==> config.mk <==
export PLATFORM = sky130hd
export DESIGN_NAME = clk_loss_monitor
export DESIGN_NICKNAME = d
export VERILOG_FILES = /design/src/rtl/clm_pkg.sv /design/src/rtl/clm_edge_sync.sv /design/src/rtl/clm_prediv.sv /design/src/rtl/clm_miss_counter.sv /design/src/rtl/clk_loss_monitor.sv
export SDC_FILE = /design/constraint.sdc
export NUM_CORES = 1
export LEC_CHECK = 0
export ABC_AREA = 1
export BUFFER_PORTS_ARGS = -buffer_cell sky130_fd_sc_hd__buf_4
export CAP_MARGIN = 20
export CORE_MARGIN = 2
export CORE_UTILIZATION = 25
export CTS_CLUSTER_SIZE = 12
export DETAILED_ROUTE_END_ITERATION = 8
export GPL_ROUTABILITY_DRIVEN = 0
export SYNTH_ARGS = -nofsm -noshare
export SYNTH_HDL_FRONTEND = slang
export SYNTH_SLANG_ARGS = --single-unit
==> constraint.sdc <==
create_clock -name clk_i -period 1.7 [get_ports clk_i]
set_input_delay 0.255 -clock clk_i [delete_from_list [all_inputs] [get_ports clk_i]]
set_output_delay 0.255 -clock clk_i [all_outputs]
set_load 0.05 [all_outputs]
==> src/rtl/clm_pkg.sv <==
package clm_pkg;

   // Edge events presented to the miss counter in one system cycle.
   typedef struct packed {
      logic mon;
      logic fb;
   } clm_evt_t;

   // Index of each raw clock inside the synchronizer bank.
   localparam int IDX_MON = 0;
   localparam int IDX_UP  = 1;
   localparam int IDX_LO  = 2;
   localparam int N_CLKS  = 3;

endpackage

==> src/rtl/clm_edge_sync.sv <==
module clm_edge_sync #(
   parameter int STAGES = 2
) (
   input  logic clk_i,
   input  logic rst_ni,
   input  logic async_i,
   output logic rise_o
);

   initial begin
      assert (STAGES >= 2) else $error("clm_edge_sync: STAGES must be at least 2");
   end

   logic [STAGES-1:0] sh_q;
   logic              last_q;

   always_ff @(posedge clk_i or negedge rst_ni) begin
      if (!rst_ni) begin
         sh_q   <= '0;
         last_q <= 1'b0;
      end else begin
         sh_q   <= {sh_q[STAGES-2:0], async_i};
         last_q <= sh_q[STAGES-1];
      end
   end

   assign rise_o = sh_q[STAGES-1] & ~last_q;

   // a detected rising edge is a single-cycle pulse
   p_single_pulse_r9: assert property (@(posedge clk_i) disable iff (!rst_ni)
      rise_o |=> !rise_o);

endmodule

==> src/rtl/clm_prediv.sv <==
module clm_prediv #(
   parameter int PREDIV = 3
) (
   input  logic clk_i,
   input  logic rst_ni,
   input  logic en_i,
   input  logic edge_i,
   output logic edge_o
);

   initial begin
      assert (PREDIV >= 1) else $error("clm_prediv: PREDIV must be at least 1");
   end

   generate
      if (PREDIV == 1) begin : g_bypass
         assign edge_o = edge_i;
         logic unused_en;
         assign unused_en = en_i;
      end else begin : g_div
         localparam int DW = $clog2(PREDIV);
         localparam logic [DW-1:0] LAST = DW'(PREDIV - 1);
         logic [DW-1:0] ph_q;

         always_ff @(posedge clk_i or negedge rst_ni) begin
            if (!rst_ni) begin
               ph_q <= '0;
            end else if (en_i && edge_i) begin
               ph_q <= (ph_q == LAST) ? '0 : ph_q + 1'b1;
            end
         end

         assign edge_o = edge_i & (~en_i | (ph_q == LAST));

         // the divider phase holds while the divider is off
         p_phase_hold_r6: assert property (@(posedge clk_i) disable iff (!rst_ni)
            !en_i |=> $stable(ph_q));
         // the phase never leaves its range
         p_phase_range_r6: assert property (@(posedge clk_i) disable iff (!rst_ni)
            ph_q <= LAST);
      end
   endgenerate

   // the stage passes no edge that it did not receive
   p_no_spurious_r6: assert property (@(posedge clk_i) disable iff (!rst_ni)
      edge_o |-> edge_i);

endmodule

==> src/rtl/clm_miss_counter.sv <==
module clm_miss_counter
   import clm_pkg::*;
#(
   parameter int MISS_LIMIT = 3,
   localparam int CNT_W = $clog2(MISS_LIMIT + 1)
) (
   input  logic             clk_i,
   input  logic             rst_ni,
   input  clm_evt_t         evt_i,
   output logic [CNT_W-1:0] cnt_o,
   output logic             alarm_o
);

   initial begin
      assert (MISS_LIMIT >= 1) else $error("clm_miss_counter: MISS_LIMIT must be at least 1");
   end

   localparam logic [CNT_W-1:0] LIM = CNT_W'(MISS_LIMIT);

   logic [CNT_W-1:0] cnt_q;
   logic             alarm_q;

   always_ff @(posedge clk_i or negedge rst_ni) begin
      if (!rst_ni) begin
         cnt_q   <= '0;
         alarm_q <= 1'b0;
      end else if (evt_i.mon) begin
         cnt_q   <= '0;
         alarm_q <= 1'b0;
      end else if (evt_i.fb && (cnt_q != LIM)) begin
         cnt_q <= cnt_q + 1'b1;
         if (cnt_q == LIM - 1'b1) begin
            alarm_q <= 1'b1;
         end
      end
   end

   assign cnt_o   = cnt_q;
   assign alarm_o = alarm_q;

   // the count never exceeds the limit
   p_no_overflow_r2: assert property (@(posedge clk_i) disable iff (!rst_ni)
      cnt_q <= LIM);
   // a lone feedback edge below the limit increments the count
   p_increment_r2: assert property (@(posedge clk_i) disable iff (!rst_ni)
      (!evt_i.mon && evt_i.fb && cnt_q < LIM) |=> cnt_q == $past(cnt_q) + 1'b1);
   // the alarm is raised exactly when the limit is reached
   p_alarm_match_r3: assert property (@(posedge clk_i) disable iff (!rst_ni)
      alarm_q == (cnt_q == LIM));
   // a monitored edge clears everything, even alongside a feedback edge
   p_clear_r4: assert property (@(posedge clk_i) disable iff (!rst_ni)
      evt_i.mon |=> (!alarm_q && cnt_q == '0));
   // no event, no change
   p_idle_hold_r5: assert property (@(posedge clk_i) disable iff (!rst_ni)
      (!evt_i.mon && !evt_i.fb) |=> ($stable(cnt_q) && $stable(alarm_q)));

endmodule

==> src/rtl/clk_loss_monitor.sv <==
module clk_loss_monitor
   import clm_pkg::*;
#(
   parameter int MISS_LIMIT   = 3,
   parameter int PREDIV       = 3,
   parameter int SYNC_STAGES  = 2,
   parameter bit USE_LOWER_FB = 1'b1,
   localparam int CNT_W = $clog2(MISS_LIMIT + 1)
) (
   input  logic             clk_i,
   input  logic             rst_ni,
   input  logic             mon_clk_i,
   input  logic             fb_upper_i,
   input  logic             fb_lower_i,
   input  logic             low_bw_i,
   input  logic             prediv_en_i,
   output logic             alarm_o,
   output logic             stat_bad_o,
   output logic [CNT_W-1:0] miss_cnt_o
);

   logic [N_CLKS-1:0] raw;
   logic [N_CLKS-1:0] rise;
   logic              mon_ev;
   logic              fb_ev;
   clm_evt_t          evt;
   logic              alarm;

   assign raw[IDX_MON] = mon_clk_i;
   assign raw[IDX_UP]  = fb_upper_i;
   assign raw[IDX_LO]  = fb_lower_i;

   generate
      for (genvar i = 0; i < N_CLKS; i++) begin : g_sync
         clm_edge_sync #(.STAGES(SYNC_STAGES)) u_sync (
            .clk_i  (clk_i),
            .rst_ni (rst_ni),
            .async_i(raw[i]),
            .rise_o (rise[i])
         );
      end
   endgenerate

   clm_prediv #(.PREDIV(PREDIV)) u_prediv (
      .clk_i (clk_i),
      .rst_ni(rst_ni),
      .en_i  (prediv_en_i),
      .edge_i(rise[IDX_MON]),
      .edge_o(mon_ev)
   );

   generate
      if (USE_LOWER_FB) begin : g_fb_mux
         assign fb_ev = low_bw_i ? rise[IDX_LO] : rise[IDX_UP];
      end else begin : g_fb_upper
         assign fb_ev = rise[IDX_UP];
         logic unused_fb;
         assign unused_fb = rise[IDX_LO] ^ low_bw_i;
      end
   endgenerate

   assign evt.mon = mon_ev;
   assign evt.fb  = fb_ev;

   clm_miss_counter #(.MISS_LIMIT(MISS_LIMIT)) u_cnt (
      .clk_i  (clk_i),
      .rst_ni (rst_ni),
      .evt_i  (evt),
      .cnt_o  (miss_cnt_o),
      .alarm_o(alarm)
   );

   assign alarm_o    = alarm;
   assign stat_bad_o = alarm;

   // an edge on the unselected feedback alone does not move the count
   p_unselected_r5: assert property (@(posedge clk_i) disable iff (!rst_ni)
      (!mon_ev && !(low_bw_i ? rise[IDX_LO] : rise[IDX_UP]) && USE_LOWER_FB)
         |=> $stable(miss_cnt_o));
   // in the crystal variant the lower feedback edge alone does nothing
   p_xtal_upper_r10: assert property (@(posedge clk_i) disable iff (!rst_ni)
      (!USE_LOWER_FB && !mon_ev && !rise[IDX_UP]) |=> $stable(miss_cnt_o));

endmodule

Yosys cells after proc, flatten, opt, wreduce, memory -nomap -nowiden
Cells that the tools add are included.
{"block": "word_totals", "ff_bits": 14, "inputBits": 7, "out_inout_bits": 4, "elab_cells": 35}
{"block": "classes", "add_sub_neg": 2, "eq_ne": 3, "n_mux": 7, "bitwise_logic": 9, "reduce_logical": 5}
{"operator": "$mux W2", "n": 3}
{"operator": "$add A2 B1 Y2 const B", "n": 2}
{"operator": "$and A1 B1 Y1", "n": 4}
{"operator": "$eq A2 B2 Y1 const B", "n": 2}
{"operator": "$mux W1", "n": 4}
{"operator": "$not A1 Y1", "n": 4}
{"operator": "$reduce_bool A2 Y1", "n": 2}
{"operator": "$logic_and A1 B1 Y1", "n": 2}
{"operator": "$ne A2 B2 Y1 const B", "n": 1}
{"operator": "$reduce_and A2 Y1", "n": 1}
{"operator": "$or A1 B1 Y1", "n": 1}

Logic depth before layout (Yosys ltp)
Gate-level depths: netlist of run 1.
{"block": "depth", "depth_word": 6, "mapped_depth": 6, "mapped_depth_nobuf": 6}

Hierarchy
From an unflattened synthesis of run 1, not the netlist that was laid out.
{"block": "hier_totals", "cells_unflattened": 57, "hier_area_um2": 555.5}
{"mod": "clm_edge_sync", "instances": 3, "cells_per_inst": 5, "area_each_um2": 85.1, "seq_area_each_um2": 75.1}
{"mod": "clm_miss_counter", "instances": 1, "cells_per_inst": 21, "area_each_um2": 170.2, "seq_area_each_um2": 75.1}
{"mod": "clm_prediv", "instances": 1, "cells_per_inst": 16, "area_each_um2": 107.6, "seq_area_each_um2": 50.0}
{"mod": "clk_loss_monitor", "instances": 1, "cells_per_inst": 5, "area_each_um2": 22.5, "seq_area_each_um2": 0.0}

Worst setup path after synthesis of run 1
OpenSTA, ideal clock, no wires.
{"block": "synth_timing", "path_kind": "register to register", "startpoint": "register u_cnt.cnt_q[0] (netlist: u_cnt.cnt_o[0])", "endpoint": "register u_cnt.cnt_q[1] (netlist: u_cnt.cnt_o[1])", "setup_ps": 119, "arrival_ps": 1181, "required_time_ps": 1581, "path_slack_ps": 400, "path_stages_with_launch": 6, "path_buffers": 0, "synth_period_minus_slack_ps": 1300, "path_cell_list": "dfrtp_1 -> inv_1 -> ha_1 -> inv_1 -> nand4_1 -> nand2_1"}
{"block": "synth_via", "elab_chain_len": 3, "elab_cells_between_ends": 6, "classes_between": "add/sub (1); eq/ne (1); mux (2); reduce/logical (2)"}
{"item": "start, declared", "line": "clm_miss_counter.sv:20", "rtl": "logic [CNT_W-1:0] cnt_q;"}
{"item": "start signal, assigned", "line": "clm_miss_counter.sv:31", "rtl": "cnt_q <= cnt_q + 1'b1;"}
{"item": "$add A2 B1 Y2 / $ne A2 B2 Y1 (equally long branches)", "line": "clm_miss_counter.sv:31, clm_miss_counter.sv:30"}
{"item": "$mux W2 / $logic_and A1 B1 Y1 (equally long branches)", "line": "clm_miss_counter.sv:30", "rtl": "end else if (evt_i.fb && (cnt_q != LIM)) begin"}
{"item": "$mux W2 / $reduce_bool A2 Y1 (equally long branches)"}
Parallel ways exist; a longest one is shown, timed or not. The select of a mux whose other input is x is not followed.
A chain may end at the register's enable or synchronous reset.

Final worst setup path of run 1
{"block": "layout_timing", "startpoint": "register u_cnt.cnt_q[1] (netlist: u_cnt.cnt_o[1])", "endpoint": "output miss_cnt_o[1]"}
{"item": "end, declared", "line": "clk_loss_monitor.sv:19", "rtl": "output logic [CNT_W-1:0] miss_cnt_o"}
No word-level cell between the ends.

==> flow_metrics.env, run 1 <==
export IMPL_antenna_found_initial=0
export IMPL_core_area_um2=2170
export IMPL_drt_vias_per_instance=3.870
export IMPL_critPathLaunch="u_cnt.cnt_o[1]"
export IMPL_ctsHtreeMaxLevel=1
export IMPL_die_area_um2=2664
export IMPL_drt_iter0_drc=3
export IMPL_synth_nets=60
export IMPL_insertion_delay_ns=0.27
export IMPL_worst_setup_path_end_kind="output port"
export IMPL_max_stage_delay_ns=0.42
export IMPL_initial_utilization=0.2612
export IMPL_timing_rr_start="u_cnt.cnt_o[0]"
export IMPL_worst_pin_slew_ns=0.1780
export IMPL_cp_data_arrival_time_ns=0.89
export IMPL_synthMuxAreaShare=0
export IMPL_portBuffers=10
export IMPL_cts_tree="done"
export IMPL_p_total_w=0.0009432
export IMPL_synth_fa_ha_area_frac=0.04415
export IMPL_rsz0062_at_grt="false"
export IMPL_wire_per_inst_um=8.402
export IMPL_fmax_mhz=870.5
export IMPL_grt_total_usage=0.07673
export IMPL_synth_cells=51
export IMPL_num_rows=17
export IMPL_clockRootBuffer="clkbuf_4"
export IMPL_r2r_cells=5
export IMPL_cts_setup_buffers=0
export IMPL_cp_top_family="flip-flops"
export IMPL_die_x_um=51.62
export IMPL_grt_pass1_vias=344
export IMPL_grt_max_degree=15
export IMPL_hold_path_startpoint="fb_upper_i"
export IMPL_ant_nets=0
export IMPL_drv_slew=0
export IMPL_synth_compound_area_frac=0.03311
export IMPL_first_pass_iters=4
export IMPL_rrSetupSlack_ns=0.66
export IMPL_p_leak_nw=0.3684
export IMPL_vias=356
export IMPL_synth_seq_area_share=0.6181
export IMPL_synth_simple_area_share=0.2053
export IMPL_antenna_cells=0
export IMPL_timing_final_crit_period_ns=1.149
export IMPL_whs_path_depth=1
export IMPL_ys_warn_count=0
export IMPL_holdCritPathClass="in2reg"
export IMPL_crit_fanout=4
export IMPL_avgSynthCellArea_um2=11.11
export IMPL_p_per_area_nw_per_um2=1344
export IMPL_nets=75
export IMPL_synth_xor_area_share=0
export IMPL_area_delta_synth_final_pct=23.84
export IMPL_crit_buf_inv=1
export IMPL_min_period_over_period=0.6757
export IMPL_ioPinCount=11
export IMPL_setup_tns_final_ns=0
export IMPL_drc=0
export IMPL_drive_above_1_share=0.3594
export IMPL_startpoint_type="flop"
export IMPL_max_slew_margin=0.8813
export IMPL_finalSetupViolCount=0
export IMPL_fillers=232
export IMPL_hold_viol=0
export IMPL_place_hpwl_um=606
export IMPL_max_vdd_ir_drop_uv=660.7
export IMPL_numCtsBuffers=3
export IMPL_synth_top_family_by_area="simple AND/OR/NAND/NOR gates"
export IMPL_overflow=0
export IMPL_status="complete, no violations"
export IMPL_netlist_area_um2=566.8
export IMPL_timing_rr_end="u_cnt.cnt_o[1]"
export IMPL_numClockSinks=14
export IMPL_slowest_stage="dfrtp_1"
export IMPL_ys_types=14
export IMPL_grt_pass1_wl_mm=1.421
export IMPL_die_h_um=51.62
export IMPL_crit_chain="buf_4"
export IMPL_clkSlewWorstSetupHoldPaths_ns=0.07
export IMPL_holdPathEnd="g_sync[1].u_sync.sh_q[0]"
export IMPL_critPathRequiredTime_ns=1.44
export IMPL_drt_total_wl_um=773
export IMPL_final_core_util=0.3235
export IMPL_criticalPathCategory="reg2out"
export IMPL_clockBufferDepth=2
export IMPL_maxCapViolations=0
export IMPL_clock_skew_ns=0.003687
export IMPL_ys_ff_latch=14
[repair_timing]
| item | 4_1_cts | 5_1_grt |
|---|---|---|
| setup endpoints to repair | 0 | 0 |
| endpoints found under the hold margin | 14 | 0 |
| hold buffers | 1 | 0 |
| resized for setup | 0 | 0 |
[stage by stage]
step | setup slack, ns | hold WS, ns | instance area, um2 | instances
global route | 0.4975 | 0.06479 | 701.9 | 92
CTS | 0.5350 | 0.07888 | 701.9 | 92
finish | 0.5512 | 0.09259 | 701.9 | 92
global placement | 0.6999 | 0.1109 | 669.4 | 88
detailed placement | 0.6741 | 0.1121 | 669.4 | 88
floorplan | 0.4003 | -0.04059 | 566.8 | 51
[cells in the mapped netlist, drive strengths merged]
cell type / number / area share
dfrtp: 14 / 0.62
nand4: 2 / 0.022
o21ai: 2 / 0.018
a21oi: 1 / 0.015
nand3: 7 / 0.079
nor2: 1 / 0.020
inv: 13 / 0.086
buf: 1 / 0.013
ha: 2 / 0.044
nand2: 8 / 0.084
[logic make-up (layout without fill, tap and decap cells)]
group           Yosys count  count (layout)
compound gates            3               3
fa+ha+maj                 2               2
buf+inv                  14              27
flops                    14              14
simple gates             18              18
[worst max path at each step]
stage | endpoint | depth (start not counted)
2_1_floorplan | u_cnt.cnt_o[1] | 5
3_3_place_gp | u_cnt.cnt_o[1] | 5
3_5_place_dp | u_cnt.cnt_o[1] | 5
4_1_cts | miss_cnt_o[1] | 1
5_1_grt | miss_cnt_o[1] | 1
6_report | miss_cnt_o[1] | 1
[registers in the layout, summed over array words and instances (netlist names)]
register              cells
g_sync.u_sync.sh_q        6
g_sync.u_sync.last_q      3
u_cnt.alarm_o             1
u_prediv.g_div.ph_q       2
u_cnt.cnt_o               2
[area by class of cell]
class                      count  area, um2  share of cell area
sequential                    14      350.3              0.4991
clock buffer                   3      22.52             0.03209
tap                           28      35.03             0.04991
inverter                      13      48.80             0.06952
timing repair buffer          11      85.08              0.1212
multi-input combinational     23      160.2              0.2282
[report_power, final]
part	switching, W	internal (W)	total, W	leakage [nW]
registers	0.0000417	0.000388	0.000430	0.169
logic	0.000235	0.000108	0.000344	0.185
clock network	0.0000878	0.0000819	0.000170	0.0138
total	0.000365	0.000578	0.000943	0.368
[metal layers]
layer	wire (um)	part of all wire	global-route usage
met1	371	0.48	0.09392
met2	334	0.43	0.1068
met3	68	0.088	0.05172
met4	0	0	0.02632
met5	0	0	0
[cells in the final DEF, fill, tap and decap left out]
cell type / instances
inv_2: 1
a21oi_2: 1
nand3_2: 2
buf_4: 10
nand2_1: 3
inv_1: 12
dfrtp_1: 14
nand3_1: 5
clkbuf_4: 3
nand2_2: 4
nand4_1: 2
dlygate4sd3_1: 1
nand2_4: 1
nor2_4: 1
ha_1: 2
o21ai_0: 2
(Power assumes the default switching activity.)
==> run 2, diff against run 1 <==
Clock period 1.7 ns to 1.17 ns, I/O delays scaled along.
==> run 2 against run 1 <==
  * Design area grew 6.6%
  * Sequential share of layout area decreased by 2.8 points
  * Count of clock-buffer cells in the layout rose by 1
  * Critical path depth did not move
  * Register-to-register slack worse by 0.56 ns
  * Largest cell class unchanged
  * Largest power group unchanged
  * Highest routed layer unchanged
==> flow_metrics.env, run 2 (synthesis results as in run 1) <==
export IMPL_drc=0
export IMPL_drt_iter0_drc=4
export IMPL_regMostFlops="g_sync.u_sync.sh_q"
export IMPL_multi_input_area_um2=160.2
export IMPL_worst_pin_slew_ns=0.1772
export IMPL_insertion_delay_ns=0.28
export IMPL_finalSetupViolCount=0
export IMPL_drt_total_wl_um=808
export IMPL_cts_tree="done"
export IMPL_die_area_um2=2664
export IMPL_clockRootBuffer="clkbuf_4"
export IMPL_die_h_um=51.62
export IMPL_clkSlewWorstSetupHoldPaths_ns=0.09
export IMPL_max_slew_margin=0.8819
export IMPL_crit_chain="buf_4"
export IMPL_r2r_cells=5
export IMPL_fillers=230
export IMPL_criticalPathCategory="reg2out"
export IMPL_p_per_area_nw_per_um2=1977
export IMPL_top_regs="g_sync.u_sync.sh_q (6), g_sync.u_sync.last_q (3)"
export IMPL_grt_pass1_wl_mm=1.435
export IMPL_first_pass_iters=2
export IMPL_setup_tns_final_ns=0
export IMPL_vias=364
export IMPL_crit_buf_inv=1
export IMPL_place_hpwl_um=576.6
export IMPL_slowest_stage="dfrtp_2"
export IMPL_timing_final_crit_period_ns=1.090
export IMPL_crit_fanout=4
export IMPL_cp_data_arrival_time_ns=0.91
export IMPL_numClockSinks=14
export IMPL_final_cell_mix="inv_1 (12), dfrtp_1 (12), buf_4 (10)"
export IMPL_portBuffers=10
export IMPL_path_depth=1
export IMPL_rsz0062_at_grt="false"
export IMPL_numCtsBuffers=3
export IMPL_startpoint_type="flop"
export IMPL_hold_viol=0
export IMPL_num_rows=17
export IMPL_largest_reg_flops=6
export IMPL_die_x_um=51.62
export IMPL_initial_utilization=0.2612
export IMPL_holdCritPathClass="in2async"
export IMPL_ant_nets=0
export IMPL_cp_top_family="flip-flops"
export IMPL_fmax_mhz=917.5
export IMPL_cts_setup_buffers=0
export IMPL_max_vdd_ir_drop_uv=816.4
export IMPL_p_total_w=0.001480
export IMPL_drt_vias_per_instance=3.792
export IMPL_grt_max_degree=15
export IMPL_clock_skew_ns=0.007535
export IMPL_area_delta_synth_final_pct=32.01
export IMPL_grt_total_usage=0.07702
export IMPL_final_core_util=0.3449
export IMPL_wire_per_inst_um=8.417
export IMPL_p_leak_nw=0.3854
export IMPL_grt_pass1_vias=344
export IMPL_ctsHtreeMaxLevel=1
export IMPL_drv_slew=0
export IMPL_antenna_cells=0
export IMPL_whs_ns=0.2587
export IMPL_critPathRequiredTime_ns=0.99
export IMPL_max_stage_delay_ns=0.44
export IMPL_nets=78
export IMPL_ioPinCount=11
export IMPL_worst_setup_path_end_kind="output port"
export IMPL_core_area_um2=2170
export IMPL_ff_latch_area_um2=352.8
export IMPL_min_period_over_period=0.9315
export IMPL_status="complete, no violations"
export IMPL_drive_above_1_share=0.3824
export IMPL_clockBufferDepth=2
export IMPL_maxCapViolations=0
export IMPL_overflow=0
export IMPL_antenna_found_initial=0
==> run 2: cell types whose count changed in the layout (fill, tap and decap cells not counted) <==
| cell | before | now |
|---|---|---|
| clkbuf_8 | 0 | 1 |
| dfrtp_1 | 14 | 12 |
| dfrtp_2 | 0 | 2 |
| dlygate4sd3_1 | 1 | 4 |
==> run 2: worst paths after layout <==
path	from	endpoint	slack, ns
min in group clk_i	prediv_en_i	u_cnt.alarm_o	0.26
min	rst_ni	g_sync[2].u_sync.last_q	0.26
max in group asynchronous	rst_ni	u_cnt.cnt_o[0]	0.73
min reg2reg	g_sync[2].u_sync.sh_q[0]	g_sync[2].u_sync.sh_q[1]	0.35
max reg2reg	u_cnt.cnt_o[0]	u_cnt.cnt_o[1]	0.10
max	u_cnt.cnt_o[0]	miss_cnt_o[0]	0.08
==> run 2: where the power goes <==
group          total [W]  internal, W  switching (W)
registers       0.000630     0.000568      0.0000622
clock network   0.000342     0.000189       0.000153
logic           0.000507     0.000166       0.000341
total            0.00148     0.000923       0.000556
==> run 2: repair_timing <==
action	CTS	global route
hold endpoints to repair	17	0
resized for setup	0	0
setup endpoints to repair	0	0
hold buffers	4	0
==> run 2: stage by stage <==
step	cells	worst slack, ns	area (um2)
floorplan	51	0.02331	569.3
global placement	88	0.1481	671.9
detailed placement	88	0.1259	671.9
CTS	96	0.06432	748.2
global route	96	0.03251	748.2
finish	96	0.08009	748.2
==> run 2: cell type report <==
type,instances,share of cell area
flip-flops and latches,14,0.4716
repair buffers,14,0.1538
inverters,13,0.06522
clock buffers,4,0.04849
well taps,28,0.04682
multi-input cells,23,0.2140
==> run 2: routing by layer <==
layer | GRT usage | wire, um
met1 | 0.08727 | 397
met2 | 0.1218 | 360
met3 | 0.04310 | 51
met4 | 0.02632 | 0
met5 | 0 | 0
==> run 3, diff against run 2 <==
Settings changed: SETUP_SLACK_MARGIN set to 0.5.
==> run 3 against run 2 <==
  * Clock skew down 0.0060 ns
  * Sequential share of layout area down 1.3 points
  * Final cell count did not move
  * Core utilization rose by 1.1 points
  * Count of clock-buffer cells in the layout unchanged
  * Power grew 3.6%
  * Clock power decreased by 3%
  * First-iteration DRC count fell by 75%
  * Via count up 0.82%
==> flow_metrics.env, run 3 (synthesis results as in run 1) <==
export IMPL_drv_slew=0
export IMPL_ioPinCount=11
export IMPL_fmax_mhz=948.5
export IMPL_crit_chain="buf_6"
export IMPL_setup_tns_final_ns=0
export IMPL_p_per_area_nw_per_um2=1985
export IMPL_drc=0
export IMPL_core_area_um2=2170
export IMPL_nets=78
export IMPL_area_delta_synth_final_pct=36.20
export IMPL_die_h_um=51.62
export IMPL_worst_setup_path_end_kind="output port"
export IMPL_num_rows=17
export IMPL_p_leak_nw=0.3856
export IMPL_max_vdd_ir_drop_uv=970.2
export IMPL_drive_above_1_share=0.4559
export IMPL_crit_buf_inv=1
export IMPL_pre_cts_ws_ns=0.1812
export IMPL_numClockSinks=14
export IMPL_rsz0062_at_grt="true"
export IMPL_vias=367
export IMPL_cts_tree="done"
export IMPL_timing_final_crit_period_ns=1.054
export IMPL_dp_cells=88
export IMPL_maxCapViolations=0
export IMPL_fillers=222
export IMPL_largest_reg_flops=6
export IMPL_worst_pin_slew_ns=0.1816
export IMPL_cts_setup_buffers=0
export IMPL_grt_max_degree=15
export IMPL_clock_skew_ns=0.001565
export IMPL_drt_vias_per_instance=3.823
export IMPL_insertion_delay_ns=0.27
export IMPL_regMostFlops="g_sync.u_sync.sh_q"
export IMPL_max_slew_margin=0.8790
export IMPL_startpoint_type="flop"
export IMPL_crit_fanout=4
export IMPL_overflow=0
export IMPL_criticalPathCategory="reg2out"
export IMPL_p_total_w=0.001533
export IMPL_clkSlewWorstSetupHoldPaths_ns=0.08
export IMPL_place_hpwl_um=600.6
export IMPL_cp_top_family="flip-flops"
export IMPL_drt_iter0_drc=1
export IMPL_ant_nets=0
export IMPL_numCtsBuffers=3
export IMPL_cp_data_arrival_time_ns=0.88
export IMPL_top_regs="g_sync.u_sync.sh_q (6), g_sync.u_sync.last_q (3)"
export IMPL_clockBufferDepth=2
export IMPL_ctsHtreeMaxLevel=1
export IMPL_max_stage_delay_ns=0.44
export IMPL_portBuffers=10
export IMPL_initial_utilization=0.2612
export IMPL_worst_slack_ns=0.1157
export IMPL_final_common_cell="dfrtp_1"
export IMPL_first_pass_iters=2
export IMPL_clockRootBuffer="clkbuf_4"
export IMPL_grt_pass1_wl_mm=1.449
export IMPL_hold_viol=0
export IMPL_final_cells=96
export IMPL_final_core_util=0.3558
export IMPL_grt_pass1_vias=379
export IMPL_holdCritPathClass="in2reg"
export IMPL_final_cell_mix="dfrtp_1 (11), inv_1 (10), buf_4 (6)"
export IMPL_antenna_found_initial=0
export IMPL_critPathRequiredTime_ns=0.99
export IMPL_min_period_over_period=0.9011
export IMPL_die_x_um=51.62
export IMPL_die_area_um2=2664
export IMPL_wire_per_inst_um=8.500
export IMPL_finalSetupViolCount=0
export IMPL_antenna_cells=0
export IMPL_status="complete, no violations"
export IMPL_drt_total_wl_um=816
export IMPL_slowest_stage="dfrtp_2"
export IMPL_grt_total_usage=0.07659
run 3: power by group:
group | internal (W) | switching, W | total [W]
clock | 0.000189 | 0.000143 | 0.000332
sequential | 0.000572 | 0.0000765 | 0.000648
combinational | 0.000205 | 0.000347 | 0.000552
run 3: timing repair:
action	in CTS	in global routing
endpoints found under the setup margin	9	9
endpoints found under the hold margin	17	0
hold buffers	4	0
gates resized for setup	2	4
run 3: cell type report:
class | count | area (um2) | share of cell area
multi-input combinational | 23 | 167.7 | 0.2172
timing repair buffer | 14 | 130.1 | 0.1686
tap | 28 | 35.03 | 0.04538
sequential | 14 | 354.1 | 0.4587
inverter | 13 | 48.80 | 0.06321
clock buffer | 4 | 36.28 | 0.04700
run 3: path summary, 6_finish.rpt:
path / cells after the start / from / slack (ns) / endpoint
setup reg to reg: 5 / u_cnt.cnt_o[0] / 0.17 / u_cnt.cnt_o[1]
hold reg to reg: 0 / g_sync[0].u_sync.sh_q[0] / 0.35 / g_sync[0].u_sync.sh_q[1]
min in group asynchronous: 2 / rst_ni / 0.28 / u_cnt.cnt_o[1]
max in group asynchronous: 2 / rst_ni / 0.71 / u_cnt.alarm_o
hold / removal: 5 / prediv_en_i / 0.27 / u_cnt.alarm_o
setup / recovery: 1 / u_cnt.cnt_o[0] / 0.12 / miss_cnt_o[0]
run 3: through the flow:
| step | hold WS, ns | instance area [um2] |
|---|---|---|
| 2_1_floorplan | -0.1201 | 580.6 |
| 3_3_place_gp | 0.03151 | 675.6 |
| 3_5_place_dp | 0.03561 | 675.6 |
| 4_1_cts | 0.2614 | 759.5 |
| 5_1_grt | 0.2667 | 772.0 |
| 6_report | 0.2692 | 772.0 |
run 3: routing by layer:
metal | wire length (um) | track usage
met2 | 386 | 0.1282
met1 | 367 | 0.07875
met4 | 6 | 0.02632
met3 | 56 | 0.04598
met5 | 0 | 0
